File: src/rtl/rspenc_pkg.sv
package rspenc_pkg;

  localparam int PULSE_W = 8;

  typedef enum logic [1:0] {
    SEG_QUIET = 2'd0,
    SEG_SLOW  = 2'd1,
    SEG_FAST  = 2'd2
  } segKind_e;

  typedef struct packed {
    logic                 load;
    logic                 stop;
    segKind_e             kind;
    logic [PULSE_W-1:0]   pulses;
  } segCmd_t;

endpackage

File: src/rtl/rspenc_subcarrier.sv
module rspenc_subcarrier
  import rspenc_pkg::*;
#(
  parameter int SLOW_HALF = 16,
  parameter int FAST_HALF = 14
) (
  input  logic    clk,
  input  logic    rstN,
  input  segCmd_t cmd,
  output logic    segLast,
  output logic    txEnv
);

  localparam int HALF_MAX = (SLOW_HALF > FAST_HALF) ? SLOW_HALF : FAST_HALF;
  localparam int CNT_W    = $clog2(HALF_MAX);

  logic               active;
  segKind_e           kind;
  logic [CNT_W-1:0]   halfCnt;
  logic [CNT_W-1:0]   halfLim;
  logic               phase;
  logic [PULSE_W-1:0] pulseCnt;
  logic [PULSE_W-1:0] pulseLim;
  logic               halfHit;
  logic               pulseHit;

  always_comb begin
    if (kind == SEG_FAST) halfLim = CNT_W'(FAST_HALF - 1);
    else                  halfLim = CNT_W'(SLOW_HALF - 1);
  end

  assign halfHit  = (halfCnt == halfLim);
  assign pulseHit = (pulseCnt == pulseLim);
  assign segLast  = active && halfHit && phase && pulseHit;
  assign txEnv    = active && (kind != SEG_QUIET) && !phase;

  always_ff @(posedge clk) begin
    if (!rstN) begin
      active   <= 1'b0;
      kind     <= SEG_QUIET;
      halfCnt  <= '0;
      phase    <= 1'b0;
      pulseCnt <= '0;
      pulseLim <= '0;
    end else if (cmd.load) begin
      active   <= 1'b1;
      kind     <= cmd.kind;
      pulseLim <= cmd.pulses - 1'b1;
      halfCnt  <= '0;
      phase    <= 1'b0;
      pulseCnt <= '0;
    end else if (cmd.stop) begin
      active   <= 1'b0;
      halfCnt  <= '0;
      phase    <= 1'b0;
      pulseCnt <= '0;
    end else if (active) begin
      if (halfHit) begin
        halfCnt <= '0;
        phase   <= ~phase;
        if (phase) pulseCnt <= pulseCnt + 1'b1;
      end else begin
        halfCnt <= halfCnt + 1'b1;
      end
    end
  end

  AST_LOAD_ON_BOUNDARY: assert property (@(posedge clk) disable iff (!rstN)
    (cmd.load && active) |-> segLast);
  AST_STOP_ON_BOUNDARY: assert property (@(posedge clk) disable iff (!rstN)
    cmd.stop |-> segLast);
  AST_PULSE_IN_RANGE: assert property (@(posedge clk) disable iff (!rstN)
    active |-> (pulseCnt <= pulseLim));

endmodule

File: src/rtl/rspenc_sequencer.sv
module rspenc_sequencer
  import rspenc_pkg::*;
#(
  parameter int DATA_W        = 8,
  parameter int RATE_W        = 3,
  parameter int NUM_RATES     = 5,
  parameter int ASK_LOW_HALF  = 32,
  parameter int ASK_HIGH_HALF = 8,
  parameter int LONG_MULT     = 3,
  parameter int FSK_SLOW_LO   = 32,
  parameter int FSK_FAST_LO   = 36,
  parameter int FSK_SLOW_HI   = 8,
  parameter int FSK_FAST_HI   = 9,
  parameter int LONG_SLOW_LO  = 96,
  parameter int LONG_FAST_LO  = 108,
  parameter int LONG_SLOW_HI  = 24,
  parameter int LONG_FAST_HI  = 27
) (
  input  logic              clk,
  input  logic              rstN,
  input  logic              start,
  input  logic              modeSel,
  input  logic [RATE_W-1:0] rateSel,
  input  logic [DATA_W-1:0] byteData,
  input  logic              byteValid,
  input  logic              segLast,
  output segCmd_t           cmd,
  output logic              byteReady,
  output logic              busy,
  output logic              done
);

  localparam int RIDX_W = (NUM_RATES > 1) ? $clog2(NUM_RATES) : 1;
  localparam int BIT_W  = $clog2(DATA_W);
  localparam logic [BIT_W-1:0] BIT_LAST = BIT_W'(DATA_W - 1);

  typedef enum logic [1:0] {ST_IDLE, ST_SOF, ST_DATA, ST_EOF} frameState_e;

  logic [PULSE_W-1:0] askHalf [NUM_RATES];

  for (genvar r = 0; r < NUM_RATES; r++) begin : g_rate
    if (r == 0) begin : g_low
      assign askHalf[r] = PULSE_W'(ASK_LOW_HALF);
    end else begin : g_fast
      assign askHalf[r] = PULSE_W'(ASK_HIGH_HALF >> (r - 1));
    end
  end

  frameState_e        state, nState;
  logic [1:0]         idx, nIdx;
  logic [BIT_W-1:0]   bitIdx, nBitIdx, nextBit;
  logic [DATA_W-1:0]  shReg;
  logic               modeL;
  logic [RIDX_W-1:0]  rateL, rateIn, effRate;
  logic               effMode;
  logic               nBitVal, atBoundary, fin, advance, take;

  assign rateIn  = (rateSel >= RATE_W'(NUM_RATES)) ? RIDX_W'(NUM_RATES - 1)
                                                  : rateSel[RIDX_W-1:0];
  assign effMode = (state == ST_IDLE) ? modeSel : modeL;
  assign effRate = (state == ST_IDLE) ? rateIn  : rateL;
  assign nextBit = bitIdx + 1'b1;
  assign busy    = (state != ST_IDLE);
  assign advance = (state == ST_IDLE) ? start : segLast;

  // next position in the frame
  always_comb begin
    nState     = state;
    nIdx       = idx;
    nBitIdx    = bitIdx;
    nBitVal    = 1'b0;
    atBoundary = 1'b0;
    fin        = 1'b0;
    unique case (state)
      ST_IDLE: begin
        nState = ST_SOF;
        nIdx   = 2'd0;
      end
      ST_SOF: begin
        if (idx != 2'd3) nIdx = idx + 2'd1;
        else             atBoundary = 1'b1;
      end
      ST_DATA: begin
        if (!idx[0]) begin
          nIdx    = 2'd1;
          nBitVal = shReg[bitIdx];
        end else if (bitIdx != BIT_LAST) begin
          nIdx    = 2'd0;
          nBitIdx = nextBit;
          nBitVal = shReg[nextBit];
        end else begin
          atBoundary = 1'b1;
        end
      end
      ST_EOF: begin
        if (idx != 2'd3) begin
          nIdx = idx + 2'd1;
        end else begin
          fin    = 1'b1;
          nState = ST_IDLE;
          nIdx   = 2'd0;
        end
      end
      default: nState = ST_IDLE;
    endcase
    if (atBoundary) begin
      nIdx    = 2'd0;
      nBitIdx = '0;
      if (byteValid) begin
        nState  = ST_DATA;
        nBitVal = byteData[0];
      end else begin
        nState  = ST_EOF;
      end
    end
  end

  // segment selection for the next position
  logic               longSeg, longSlow, cellBit, cellHalf, cellOn, lowSpd;
  logic [PULSE_W-1:0] halfP;

  always_comb begin
    halfP    = askHalf[effRate];
    lowSpd   = (effRate == '0);
    longSeg  = 1'b0;
    longSlow = 1'b0;
    cellBit  = 1'b0;
    cellHalf = nIdx[0];
    unique case (nState)
      ST_SOF: begin
        if (!nIdx[1]) begin
          longSeg  = 1'b1;
          longSlow = nIdx[0];
        end else begin
          cellBit = 1'b1;
        end
      end
      ST_EOF: begin
        if (nIdx[1]) begin
          longSeg  = 1'b1;
          longSlow = ~nIdx[0];
        end
      end
      default: cellBit = nBitVal;
    endcase
    cellOn = ~(cellHalf ^ cellBit);

    cmd.kind   = SEG_QUIET;
    cmd.pulses = halfP;
    if (!effMode) begin
      if (longSeg) begin
        cmd.kind   = longSlow ? SEG_SLOW : SEG_QUIET;
        cmd.pulses = PULSE_W'(LONG_MULT) * halfP;
      end else begin
        cmd.kind   = cellOn ? SEG_SLOW : SEG_QUIET;
        cmd.pulses = halfP;
      end
    end else begin
      if (longSeg) begin
        cmd.kind   = longSlow ? SEG_SLOW : SEG_FAST;
        cmd.pulses = longSlow ? PULSE_W'(lowSpd ? LONG_SLOW_LO : LONG_SLOW_HI)
                              : PULSE_W'(lowSpd ? LONG_FAST_LO : LONG_FAST_HI);
      end else begin
        cmd.kind   = cellOn ? SEG_SLOW : SEG_FAST;
        cmd.pulses = cellOn ? PULSE_W'(lowSpd ? FSK_SLOW_LO : FSK_SLOW_HI)
                            : PULSE_W'(lowSpd ? FSK_FAST_LO : FSK_FAST_HI);
      end
    end
    cmd.load = advance && !fin;
    cmd.stop = busy && segLast && fin;
  end

  assign byteReady = busy && segLast && atBoundary;
  assign take      = byteReady && byteValid;

  always_ff @(posedge clk) begin
    if (!rstN) begin
      state  <= ST_IDLE;
      idx    <= 2'd0;
      bitIdx <= '0;
      shReg  <= '0;
      modeL  <= 1'b0;
      rateL  <= '0;
      done   <= 1'b0;
    end else begin
      done <= cmd.stop;
      if (advance) begin
        state  <= nState;
        idx    <= nIdx;
        bitIdx <= nBitIdx;
      end
      if (state == ST_IDLE && start) begin
        modeL <= modeSel;
        rateL <= rateIn;
      end
      if (take) shReg <= byteData;
    end
  end

  AST_DONE_SINGLE: assert property (@(posedge clk) disable iff (!rstN)
    done |=> !done);
  AST_SETTINGS_HELD: assert property (@(posedge clk) disable iff (!rstN)
    (busy && $past(busy)) |-> ($stable(modeL) && $stable(rateL)));
  AST_NO_REWIND: assert property (@(posedge clk) disable iff (!rstN)
    (state == ST_DATA) |=> (state != ST_SOF));
  AST_READY_IN_FRAME: assert property (@(posedge clk) disable iff (!rstN)
    byteReady |-> (busy && !done));

endmodule

File: src/rtl/subcarrier_resp_encoder.sv
module subcarrier_resp_encoder
  import rspenc_pkg::*;
#(
  parameter int DATA_W    = 8,
  parameter int RATE_W    = 3,
  parameter int NUM_RATES = 5,
  parameter int SLOW_HALF = 16,
  parameter int FAST_HALF = 14
) (
  input  logic              clk,
  input  logic              rstN,
  input  logic              start,
  input  logic              modeSel,
  input  logic [RATE_W-1:0] rateSel,
  input  logic [DATA_W-1:0] byteData,
  input  logic              byteValid,
  output logic              byteReady,
  output logic              txEnv,
  output logic              busy,
  output logic              done
);

  segCmd_t segCmd;
  logic    segLast;

  rspenc_sequencer #(
    .DATA_W    (DATA_W),
    .RATE_W    (RATE_W),
    .NUM_RATES (NUM_RATES)
  ) u_seq (
    .clk       (clk),
    .rstN      (rstN),
    .start     (start),
    .modeSel   (modeSel),
    .rateSel   (rateSel),
    .byteData  (byteData),
    .byteValid (byteValid),
    .segLast   (segLast),
    .cmd       (segCmd),
    .byteReady (byteReady),
    .busy      (busy),
    .done      (done)
  );

  rspenc_subcarrier #(
    .SLOW_HALF (SLOW_HALF),
    .FAST_HALF (FAST_HALF)
  ) u_sub (
    .clk     (clk),
    .rstN    (rstN),
    .cmd     (segCmd),
    .segLast (segLast),
    .txEnv   (txEnv)
  );

  AST_IDLE_SILENT: assert property (@(posedge clk) disable iff (!rstN)
    !busy |-> !txEnv);

endmodule

File: config.mk
export PLATFORM = sky130hd
export DESIGN_NAME = subcarrier_resp_encoder
export DESIGN_NICKNAME = d
export VERILOG_FILES = /design/src/rtl/rspenc_pkg.sv /design/src/rtl/rspenc_subcarrier.sv /design/src/rtl/rspenc_sequencer.sv /design/src/rtl/subcarrier_resp_encoder.sv
export SDC_FILE = /design/constraint.sdc
export NUM_CORES = 1
export LEC_CHECK = 0
export BUFFER_PORTS_ARGS = -buffer_cell sky130_fd_sc_hd__buf_2
export CAP_MARGIN = 20
export CORE_MARGIN = 10
export CORE_UTILIZATION = 25
export CTS_BUF_LIST = sky130_fd_sc_hd__clkbuf_8
export CTS_CLUSTER_DIAMETER = 40
export DETAILED_ROUTE_END_ITERATION = 10
export PLACE_DENSITY_LB_ADDON = 0.3
export REMOVE_ABC_BUFFERS = 1
export SLEW_MARGIN = 0
export SYNTH_ARGS = -nofsm -noshare
export SYNTH_HDL_FRONTEND = slang
export SYNTH_SLANG_ARGS = --single-unit
File: constraint.sdc
create_clock -name clk -period 4.1 [get_ports clk]
set_clock_uncertainty 0.1 [all_clocks]
set_input_delay 0.82 -clock clk [delete_from_list [all_inputs] [get_ports clk]]
set_output_delay 0.82 -clock clk [all_outputs]
set_load 0.02 [all_outputs]
### After elaboration in Yosys (flattened, before gate mapping)

Memories as Yosys holds them, arrays and structs flattened.
Cells that the tools add are included.

* bits in registers: 44
* ROM bits: 64
* input port bits: 16
* output and inout port bits: 4
* logic and storage cells: 122
* memories kept: 1

Memory list
* (no name shown): depth 8, width 8, read ports 1, clocked after Yosys merged registers in 0, wr ports 0, line rspenc_sequencer.sv:123 `halfP = askHalf[effRate];`

* add/sub/neg operators: 5
* multipliers: 1
* $lt $le $gt $ge: 4
* eq/ne operators: 10
* multiplexer cells: 58
* bitwise gates (word level): 5
* reduce and logical (&&, ||, !) cells: 25

Operators by type and width (count)
* 2-to-1 mux 8 bit: 4
* 2-to-1 mux 10 bit: 3
* 2-to-1 mux 1 bit: 22
* 2-to-1 mux 2 bit: 10
* 2-to-1 mux 3 bit: 6
* 2-to-1 mux 7 bit: 2
* 2-to-1 mux 6 bit: 2
* nonzero test 2 bit: 6
* logical AND 1 bit: 11
* adder 8 x 1 -> 8 bit, second input constant: 1
* equality test 2 bit, second input constant: 4
* equality test 8 bit: 1
* < comparator 3 x 4 -> 1 bit, second input constant: 2
* multiplier 2 x 8 -> 8 bit, first input constant: 1
* case mux 1 bit (2 select lines): 4
* case mux 2 bit (4 select lines): 1
* subtractor 8 x 1 -> 8 bit, second input constant: 1
* binary-select mux 1 bit (select 3 bit): 2
* adder 4 x 1 -> 4 bit, second input constant: 1
* equality test 2 x 1 -> 1 bit, second input constant: 2
* equality test 4 bit: 1
* >= comparator 4 bit, second input constant: 1
* 2-to-1 mux 4 bit: 1
* NOT 3 -> 4 bit: 1
* 15 further kinds: 18

### Depth between registers and ports, before layout

Gate-level depths: netlist of the first run.

* word-level depth: 14
* gate-level depth with buffers: 15
* depth with buffers taken out: 14

### Hierarchy

Synthesis of the first run repeated with hierarchy kept, for this count alone.

* cell total of the unflattened synthesis: 330
* area total of the unflattened synthesis: 2854.0 um2

Modules (own cells, without submodules)
* rspenc_sequencer: times used 1, cells an instance 196, area each 1646.6 um2, sequential area each 400.4 um2
* rspenc_subcarrier: times used 1, cells an instance 134, area each 1207.4 um2, sequential area each 480.5 um2

### Least setup slack after synthesis of the first run

Ideal clock, no wire load.

* kind: reg2reg
* start point: register u_seq.state[0]
* end point: register u_sub.pulseLim[7]
* library setup time: 0.070 ns
* arrival time: 3.137 ns
* required time: 3.930 ns
* setup slack: 0.793 ns
* stages on the path, launching flop included: 16
* buffers on the path: 1
* period minus slack after synthesis: 3.307 ns
* path through: dfxtp_1 > inv_1 > ha_1 > buf_2 > inv_1 > nor3_1 > o21ai_0 > ha_1 > inv_1 > a21oi_1 > or3_1 > a21oi_1 > a211o_1 > nand3_2 > or4_1 > a21oi_1

* cells in the longest elaborated chain, start to end: 10
* elaborated cells between the ends (all ways): 46
* those cells by class: add/sub: 1; mul: 1; eq/ne: 5; mux: 31; bitwise: 3; reduce/logical: 4; memory: 1

Ends and longest elaborated chain
* start: declaration: line rspenc_sequencer.sv:49 `frameState_e state, nState;`
* start signal: assignment: line rspenc_sequencer.sv:188 `state <= nState;`
* zero test 2 bit (tied with other cells)
* 2-to-1 mux 3 bit (tied with other cells): line rspenc_sequencer.sv:61 `assign effRate = (state == ST_IDLE) ? rateIn : rateL;`
* NOT 3 -> 4 bit (implied by the code) (tied with other cells): line rspenc_sequencer.sv:123
* memory (8 x 8 bit) (tied with other cells)
* 2-to-1 mux 8 bit (implied by the code) (tied with other cells) (2 in series): line rspenc_sequencer.sv:123
* multiplier 2 x 8 -> 8 bit (tied with other cells): line rspenc_sequencer.sv:153 `cmd.pulses = PULSE_W'(LONG_MULT) * halfP;`
* 2-to-1 mux 10 bit (on tied branches): line rspenc_sequencer.sv:151, rspenc_sequencer.sv:159
* 2-to-1 mux 10 bit: line rspenc_sequencer.sv:150 `if (!effMode) begin`
* subtractor 8 x 1 -> 8 bit: line rspenc_subcarrier.sv:48 `pulseLim <= cmd.pulses - 1'b1;`
* end signal: assignment: line rspenc_subcarrier.sv:48
* end: declaration: line rspenc_subcarrier.sv:23 `logic [PULSE_W-1:0] pulseLim;`

Parallel ways exist; a longest one is shown, timed or not. The select of a mux whose other input is x is not followed.
A chain may end at the register's enable or synchronous reset.

### Worst setup path in the final report of the first run

Same ends and word-level chain as after synthesis.

==> results.yml, run 1 <==
run_status:
  outcome: "completed"
drt:
  drc: 0
  first_pass_iters: 4
  drt_iter0_markers: 96
  post_drt_wl_per_cell_um: 13.9
  wl_um: 6960
  ant_nets: 0
  vias_per_cell: 5.05
  vias: 2522
floorplan:
  dieArea_um2: 16100
  ioPinCount: 20
  die_h_um: 127
  die_x_um: 127
  num_rows: 38
  initial_core_util_pct: 26.0
  core_um2: 11000
yosys:
  async_reset_ff_share_pct: 0
  synth_area_leaders: "dfxtp_1, ha_1, nor2_1"
  ys_types: 68
  synth_edf_count: 0
  synth_cells: 341
  ys_seq_area_share_pct: 30.9
  ys_ff_latch: 44
  syn-cell-area_um2: 2850
  synthFlopType: "dfxtp_1"
  synth_top_cell_area_share_pct: 30.9
  syn-mean-instance-area_um2: 8.36
  synth_warnings: 0
  synth_top_area_cell: "dfxtp_1"
timing:
  rsz0062_at_grt: "no"
  hold_slack_ns: 0.377
  hold_viol_final: 0
  worst_slew_pin_slew_ns: 0.741
  min_period_ns: 3.69
  post-route-period-util_pct: 90.1
  finalWorstSetupSlack_ns: 0.408
  setup_tns_ns: 0
  setup_viol: 0
  slew_headroom_pct: 50.3
  report.final.slew_viol_count: 0
  max_freq_mhz: 271
clock_tree:
  clk_pin_slew_ns: 0.09
  tritoncts: "yes"
  postCtsHoldBufs: 0
  numCtsBuffers: 5
  clock-root-buffer: "clkbuf_8"
  clk_latency_ns: 0.30
  cts_resized: 0
  clockBufferDepth: 2
  htreeDepth: 2
  cts_sinks: 44
  cts_setup_buffers: 0
grt:
  grtUsageTotal_pct: 8.39
  grt_pass1_vias: 2428
  antenna_found_initial: 0
  grt_overflow: 0
  grt_max_degree: 27
  grt_pass1_wl_um: 11600
critical_path:
  reg2regPathDepth: 14
  reg2reg_from: "u_seq.state[0]$_SDFFE_PN0N_"
  rrSetupSlack_ns: 0.41
  crit-reg2reg-capture: "u_sub.pulseLim[7]$_SDFFE_PN0P_"
  end_kind: "flop"
  cp_data_required_time_ns: 4.23
  startpoint_type: "flop"
  path_class: "reg2reg"
  critPathCapture: "u_sub.pulseLim[7]$_SDFFE_PN0P_"
  arrival_ns: 3.82
  crit_start: "u_seq.state[0]$_SDFFE_PN0N_"
  path_max_fanout: 16
place:
  dp_slack_ns: 0.471
  dp.final_hpwl_um: 5420
  io_buffer_count: 19
  gp_congestion: 0.839
  placed_area_um2: 3100
final_layout:
  area_growth_pct: 13.1
  layout.nets: 391
  n_antenna_cell: 0
  layout_common_cells: "nor2_1, dfxtp_1, nand2_1, a21oi_1, buf_2"
  drive_gt1_share_pct: 14.2
  postLayoutCellArea_um2: 3220
  fill_cells: 1144
pwr:
  irDropWorstVdd_mv: 0.178
  power_leakage_nw: 1.33
  powerDensity_nw_per_um2: 520
min_path:
  min_path_type: "reg2reg"
flow_run:
  maxCapViolCount: 0
[worst min path at each step]
stage                                         startpoint                              to  cells past startpoint
after detailed placement  u_sub.pulseLim[2]$_SDFFE_PN0P_  u_sub.pulseLim[2]$_SDFFE_PN0P_                      2
after CTS                 u_sub.pulseLim[2]$_SDFFE_PN0P_  u_sub.pulseLim[2]$_SDFFE_PN0P_                      2
final                     u_sub.pulseLim[2]$_SDFFE_PN0P_  u_sub.pulseLim[2]$_SDFFE_PN0P_                      2
after global routing      u_sub.pulseLim[6]$_SDFFE_PN0P_  u_sub.pulseLim[6]$_SDFFE_PN0P_                      2
after floorplan           u_sub.pulseLim[2]$_SDFFE_PN0P_  u_sub.pulseLim[2]$_SDFFE_PN0P_                      2
after global placement       u_seq.rateL[1]$_SDFFE_PN0P_     u_seq.rateL[1]$_SDFFE_PN0P_                      2
[synthesized netlist by cell type (3+ instances only)]
cell type and instances:
a21oi_1 25, a22oi_1 3, and2_1 4, and3_1 4
buf_2 5, clkbuf_1 6, dfxtp_1 44, ha_1 15
inv_1 10, mux2_2 3, mux2i_1 12, mux4_2 3
nand2_1 25, nand2b_1 5, nand3_1 17, nand4_1 7
nor2_1 44, nor2b_1 5, nor3_1 10, nor4_1 4
o21ai_0 12, or3_1 3, xnor2_1 8, xor2_1 14
[sequential cells by signal, summed over array words and instances, names as in the netlist]
name and count:
u_sub.kind 2, u_seq.bitIdx 3, u_seq.shReg 8, u_sub.halfCnt 4, u_seq.state 2, u_seq.modeL 1, u_sub.active 1, u_sub.phase 1
u_sub.pulseCnt 8, u_seq.rateL 3, u_sub.pulseLim 8, u_seq.done 1, u_seq.idx 2
[cell families after synthesis]
group | count (synthesis) | synth area share, %
XOR/XNOR | 23 | 7.33
flip-flops | 44 | 30.9
multiplexers | 19 | 8.16
AND/OR/NAND/NOR | 140 | 24.6
other | 1 | 0.132
adder cells (fa/ha/maj) | 16 | 7.29
buffers and inverters | 23 | 3.25
AO/OA/AOI/OAI | 75 | 18.3
[cell type report]
cell class,count,area (um^2),area share [%]
well taps,140,175,5.43
clock buffers,5,68.8,2.13
flip-flops and latches,44,881,27.3
multi-input cells,274,1880,58.2
inverters,12,45.0,1.40
clock inverters,2,60.1,1.86
repair buffers,22,118,3.65
[metal layers]
metal  up-vias  track usage (%)  part of all wire (%)
met5         -                0                     0
met2        50             13.4                    45
met1      1200             11.0                    51
li1       1268                -                     -
met3         4             1.71                   3.4
met4         0             2.75                   1.0
[through the flow]
| step | utilization [%] | cells | power [W] |
|---|---|---|---|
| finish | 29.4 | 499 | 0.00168 |
| global route | 29.4 | 499 | 0.00181 |
| CTS | 29.4 | 499 | 0.00169 |
| detailed placement | 28.2 | 492 | 0.00129 |
| global placement | 28.2 | 492 | 0.00128 |
| floorplan | - | 330 | 0.00110 |
[power by group]
part	internal, W	switching [W]
logic	0.000308	0.000464
clock network	0.000240	0.000151
registers	0.000473	0.0000399
[worst max-delay path, cell delays in order, from the launching register on]
cell and delay, ns:
dfxtp_1 0.36, inv_1 0.15, ha_1 0.53, inv_1 0.17
nor3_1 0.24, o21ai_0 0.26, ha_1 0.38, inv_1 0.06
a21oi_1 0.07, or3_1 0.31, a21oi_1 0.16, a211o_1 0.17
nand3_2 0.09, or4_1 0.42, a21oi_1 0.14
No activity file was read; power rests on OpenSTA's default activity.
==> inputs of run 2 (changes only) <==
Clock period 4.1 ns to 3.7 ns, I/O delays scaled along.
==> run 2 against run 1 <==
Effect of this change: global-route usage up 0.11 points; sequential share of layout area down 0.36 points; critical path depth up 1; design area up 1.3%; power up 14%; register-to-register slack worse by 0.098 ns; routed wire length up 0.52%; non-clock buffer count up 5; first-iteration DRC count down 29%; die area unchanged; worst hold slack worse by 0.0043 ns; via count about the same.
==> results.yml, run 2 (same netlist as run 1, synthesis figures left out) <==
run_status:
  outcome: "completed"
drt:
  drc: 0
  vias_per_cell: 5.01
  ant_nets: 0
  post_drt_wl_per_cell_um: 13.9
  vias: 2524
  drt_iter0_markers: 68
  first_pass_iters: 4
  wl_um: 6990
pwr:
  p_sw_w: 0.000741
  clock_power_share_pct: 22.8
  irDropWorstVdd_mv: 0.183
  power_frac_seq_pct: 29.7
  netSwitchingFraction_pct: 38.9
  p_int_w: 0.00117
  p_comb_share_pct: 47.5
  power_leakage_nw: 1.36
  powerDensity_nw_per_um2: 584
timing:
  worst_slew_pin_slew_ns: 0.760
  slew_headroom_pct: 49.0
  rsz0062_at_grt: "no"
  setup_viol: 0
  min_period_ns: 3.39
  report.final.slew_viol_count: 0
  finalWorstSetupSlack_ns: 0.310
  hold_slack_ns: 0.372
  max_freq_mhz: 295
  hold_viol_final: 0
  post-route-period-util_pct: 91.6
clock_tree:
  htreeDepth: 2
  numCtsBuffers: 5
  clk_latency_ns: 0.29
  cts_sinks: 44
  tritoncts: "yes"
  postCtsHoldBufs: 0
  clockBufferDepth: 2
  clock-root-buffer: "clkbuf_8"
  clk_pin_slew_ns: 0.09
critical_path:
  rrSetupSlack_ns: 0.31
  path_class: "reg2reg"
  end_kind: "flop"
  cp_data_required_time_ns: 3.83
  path_max_fanout: 8
  crit_start: "u_seq.state[0]$_SDFFE_PN0N_"
  reg2regPathDepth: 15
  reg2reg_from: "u_seq.state[0]$_SDFFE_PN0N_"
  crit_top_cell: "a21oi_1"
  crit_path_top_delay_cell: "or4_1"
  path_cells: "inv_1 > ha_1 > buf_4 > nor3b_1 > a21oi_1 > nor2_2 > ha_1 > inv_1 > a21oi_1 > or3_1 > a21oi_1 > a211o_1 > nand3_2 > or4_1 > a21oi_1"
  crit-reg2reg-capture: "u_sub.pulseLim[7]$_SDFFE_PN0P_"
  startpoint_type: "flop"
  arrival_ns: 3.52
  slowest_delay_ns: 0.42
floorplan:
  ioPinCount: 20
  dieArea_um2: 16100
  die_h_um: 127
  initial_core_util_pct: 26.0
  core_um2: 11000
  num_rows: 38
  die_x_um: 127
grt:
  grt_pass1_vias: 2487
  grtUsageTotal_pct: 8.50
  antenna_found_initial: 0
  grt_pass1_wl_um: 11900
  grt_overflow: 0
  grt_max_degree: 27
final_layout:
  final_common_cell: "dfxtp_1"
  fin_cells: 504
  layout.nets: 396
  drive_gt1_share_pct: 15.9
  reg_top3: "u_seq.shReg (8), u_sub.pulseCnt (8), u_sub.pulseLim (8)"
  area_growth_pct: 14.6
  layout_common_cells: "dfxtp_1, nor2_1, nand2_1, a21oi_1, buf_2"
  fill_cells: 1165
  n_antenna_cell: 0
min_path:
  min_from: "u_sub.pulseLim[2]$_SDFFE_PN0P_"
  hold_depth: 2
  min_path_type: "reg2reg"
  holdPathEnd: "u_sub.pulseLim[2]$_SDFFE_PN0P_"
place:
  dp_slack_ns: 0.242
  io_buffer_count: 19
  dp.cells: 497
  dp.final_hpwl_um: 5420
  gp_congestion: 0.862
flow_run:
  maxCapViolCount: 0
run 2: cell types whose count changed in the layout (fill, tap and decap cells not counted):
cell / previous run / this run
buf_4: 3 / 8
nor2_1: 44 / 42
nor2_2: 0 / 2
o21ai_0: 12 / 11
o21ai_1: 2 / 3
run 2: how the worst max path moves through the flow:
stage | end | slack, ns | depth (start not counted)
6_report | u_sub.pulseLim[7]$_SDFFE_PN0P_ | 0.31 | 15
5_1_grt | u_sub.pulseLim[7]$_SDFFE_PN0P_ | 0.002 | 15
3_3_place_gp | u_sub.pulseLim[7]$_SDFFE_PN0P_ | 0.35 | 13
4_1_cts | u_sub.pulseLim[7]$_SDFFE_PN0P_ | 0.26 | 15
2_1_floorplan | u_sub.pulseLim[7]$_SDFFE_PN0P_ | -0.01 | 14
3_5_place_dp | u_sub.pulseLim[7]$_SDFFE_PN0P_ | 0.24 | 13
run 2: metrics by stage:
step / total power, W / TNS, ns / util [%] / cell area, um^2
global placement: 0.00147 / 0 / 28.5 / 3130
CTS: 0.00192 / 0 / 29.7 / 3260
detailed placement: 0.00147 / 0 / 28.5 / 3130
finish: 0.00191 / 0 / 29.7 / 3270
global route: 0.00205 / 0 / 29.7 / 3270
floorplan: 0.00122 / -0.0115 / - / 2800
run 2: final cells by class:
type | count | area (um^2) | share of cell area [%]
inverter | 12 | 45.0 | 1.38
timing repair buffer | 27 | 155 | 4.75
sequential | 44 | 881 | 27.0
tap | 140 | 175 | 5.36
clock inverter | 2 | 60.1 | 1.84
clock buffer | 5 | 68.8 | 2.11
multi-input combinational | 274 | 1880 | 57.6
run 2: critical path: cells and delay by family, from the launching register on:
family	cells	cell delay [ns]
simple gates	5	1.23
compound gates	5	0.70
fa+ha+maj	2	0.55
flops	1	0.40
buf+inv	3	0.36
run 2: per-layer routing:
layer,up-vias,routed length [um],GRT usage (%)
li1,1276,-,-
met1,1209,3390,10.5
met2,32,3330,14.5
met3,7,186,1.83
met4,0,85,2.21
met5,-,0,0
run 2: repair_timing:
action                     CTS  global route
buffers inserted             0             0
resized for setup            0             3
setup endpoints to repair    0             3
run 2: power by group through the flow:
stage                     Clock (W)  Combinational, W  Sequential (W)
final                      0.000435          0.000906        0.000567
after global routing       0.000461           0.00101        0.000576
after CTS                  0.000453          0.000895        0.000568
after detailed placement          0          0.000890        0.000579
after global placement            0          0.000887        0.000578
after floorplan                   0          0.000648        0.000568
==> inputs of run 3 (changes only) <==
Settings changed: PLACE_DENSITY set to 0.52, PLACE_DENSITY_LB_ADDON 0.3 to unset.
==> run 3 against run 2 <==
Effect of this change: design area shrank 0.69%; clock-buffer cell count unchanged; setup slack worse by 0.061 ns; register-to-register slack got worse by 0.06 ns; critical path depth shrank 1; flip-flop and latch count is the same; clock power shrank 15%; sequential power hardly changed; largest cell class unchanged.
==> results.yml, run 3 (same netlist as run 1, synthesis figures left out) <==
run_status:
  outcome: "completed"
grt:
  grt_util_met3_pct: 2.17
  grt_max_degree: 27
  grtUsageMet1_pct: 11.0
  grt_overflow: 0
  grt_pass1_vias: 2502
  grtUsageTotal_pct: 8.65
  busiest_layer: "met2"
  met2_usage_pct: 13.9
  grt_pass1_wl_um: 11900
  antenna_found_initial: 0
place:
  gp_congestion: 0.847
  dp.final_hpwl_um: 5480
  placed_area_um2: 3130
  io_buffer_count: 19
  dp_slack_ns: 0.242
critical_path:
  rrSetupSlack_ns: 0.25
  reg2reg_from: "u_seq.state[1]$_SDFFE_PN0N_"
  reg2regPathDepth: 14
  path_class: "reg2reg"
  crit-reg2reg-capture: "u_sub.pulseLim[7]$_SDFFE_PN0P_"
  end_kind: "flop"
  arrival_ns: 3.59
  startpoint_type: "flop"
  path_max_fanout: 9
  cp_data_required_time_ns: 3.84
  crit_start: "u_seq.state[1]$_SDFFE_PN0N_"
clock_tree:
  clk_pin_slew_ns: 0.09
  cts_resized: 0
  clk_latency_ns: 0.30
  numCtsBuffers: 5
  cts_sinks: 44
  clock-root-buffer: "clkbuf_8"
  postCtsHoldBufs: 0
  htreeDepth: 2
  tritoncts: "yes"
  cts_setup_buffers: 0
  clockBufferDepth: 2
final_layout:
  reg_top3: "u_seq.shReg (8), u_sub.pulseCnt (8), u_sub.pulseLim (8)"
  layout_common_cells: "nor2_1, dfxtp_1, nand2_1, a21oi_1, buf_2"
  n_antenna_cell: 0
  layout.nets: 396
  postLayoutCellArea_um2: 3240
  area_growth_pct: 13.8
  fill_cells: 1173
  multi_input_area_um2: 1880
  drive_gt1_share_pct: 15.9
  layout.area.seq_um2: 882
timing:
  worst_slew_pin_slew_ns: 0.743
  hold_slack_ns: 0.365
  finalWorstSetupSlack_ns: 0.248
  max_freq_mhz: 290
  slew_headroom_pct: 50.2
  hold_viol_final: 0
  setup_viol: 0
  report.final.slew_viol_count: 0
  rsz0062_at_grt: "no"
  min_period_ns: 3.45
  post-route-period-util_pct: 93.3
floorplan:
  ioPinCount: 20
  num_rows: 38
  core_um2: 11000
  initial_core_util_pct: 26.0
  dieArea_um2: 16100
  die_x_um: 127
  die_h_um: 127
drt:
  vias_per_cell: 4.94
  drc: 0
  wl_um: 7050
  drt_iter0_markers: 74
  post_drt_wl_per_cell_um: 14.0
  ant_nets: 0
  first_pass_iters: 4
  vias: 2493
pwr:
  power_leakage_nw: 1.35
  irDropWorstVdd_mv: 0.185
  powerDensity_nw_per_um2: 569
min_path:
  hold_depth: 2
  min_from: "u_sub.pulseLim[2]$_SDFFE_PN0P_"
  min_path_type: "reg2reg"
  holdPathEnd: "u_sub.pulseLim[2]$_SDFFE_PN0P_"
flow_run:
  maxCapViolCount: 0
run 3: cell types whose count changed in the layout (fill, tap and decap cells not counted):
cell,previous run,this run
clkinv_2,0,1
dfxtp_1,44,43
nor2_1,42,43
nor2_2,2,1
inv_1,10,11
bufinv_16,2,1
dfxtp_2,0,1
run 3: stage by stage:
step	utilization [%]	total power (W)	TNS (ns)	std cells
finish	29.5	0.00185	0	505
global route	29.5	0.00200	0	505
CTS	29.5	0.00185	0	505
detailed placement	28.5	0.00147	0	497
global placement	28.5	0.00147	0	497
floorplan	-	0.00122	-0.0115	330
run 3: how the worst max path moves through the flow:
stage / depth (start not counted) / end / slack, ns
floorplan: 14 / u_sub.pulseLim[7]$_SDFFE_PN0P_ / -0.01
finish: 14 / u_sub.pulseLim[7]$_SDFFE_PN0P_ / 0.25
detailed placement: 13 / u_sub.pulseLim[7]$_SDFFE_PN0P_ / 0.24
global placement: 13 / u_sub.pulseLim[7]$_SDFFE_PN0P_ / 0.34
global route: 15 / u_sub.pulseLim[6]$_SDFFE_PN0P_ / 0.04
CTS: 15 / u_sub.pulseLim[7]$_SDFFE_PN0P_ / 0.20
run 3: layout make-up:
class,count,area share [%]
Clock inverter,3,1.20
Clock buffer,5,2.12
Sequential cell,44,27.2
Inverter,12,1.39
Tap cell,140,5.40
Timing Repair Buffer,27,4.78
Multi-Input combinational cell,274,57.9
run 3: metal layers:
metal	up-vias	share of wire, %
met5	-	0
met1	1167	49
met4	0	0.95
li1	1279	-
met2	42	46
met3	5	4.2
run 3: power by group:
part / internal, W / switching [W] / leakage [nW]
Sequential: 0.000525 / 0.0000443 / 0.358
Combinational: 0.000376 / 0.000532 / 0.935
Clock: 0.000198 / 0.000172 / 0.0593
Total: 0.00110 / 0.000748 / 1.35
run 3: worst max-delay path, stage by stage, from the launching register on:
cell and delay [ns]:
dfxtp_1 0.44, inv_1 0.11, ha_1 0.25, buf_4 0.19, nor3b_1 0.18, a21oi_1 0.11, nor2_1 0.23, inv_1 0.09
fa_1 0.43, xnor2_1 0.24, nand4_1 0.14, o311ai_2 0.18, nand3_2 0.14, or4_1 0.41, a21oi_1 0.14
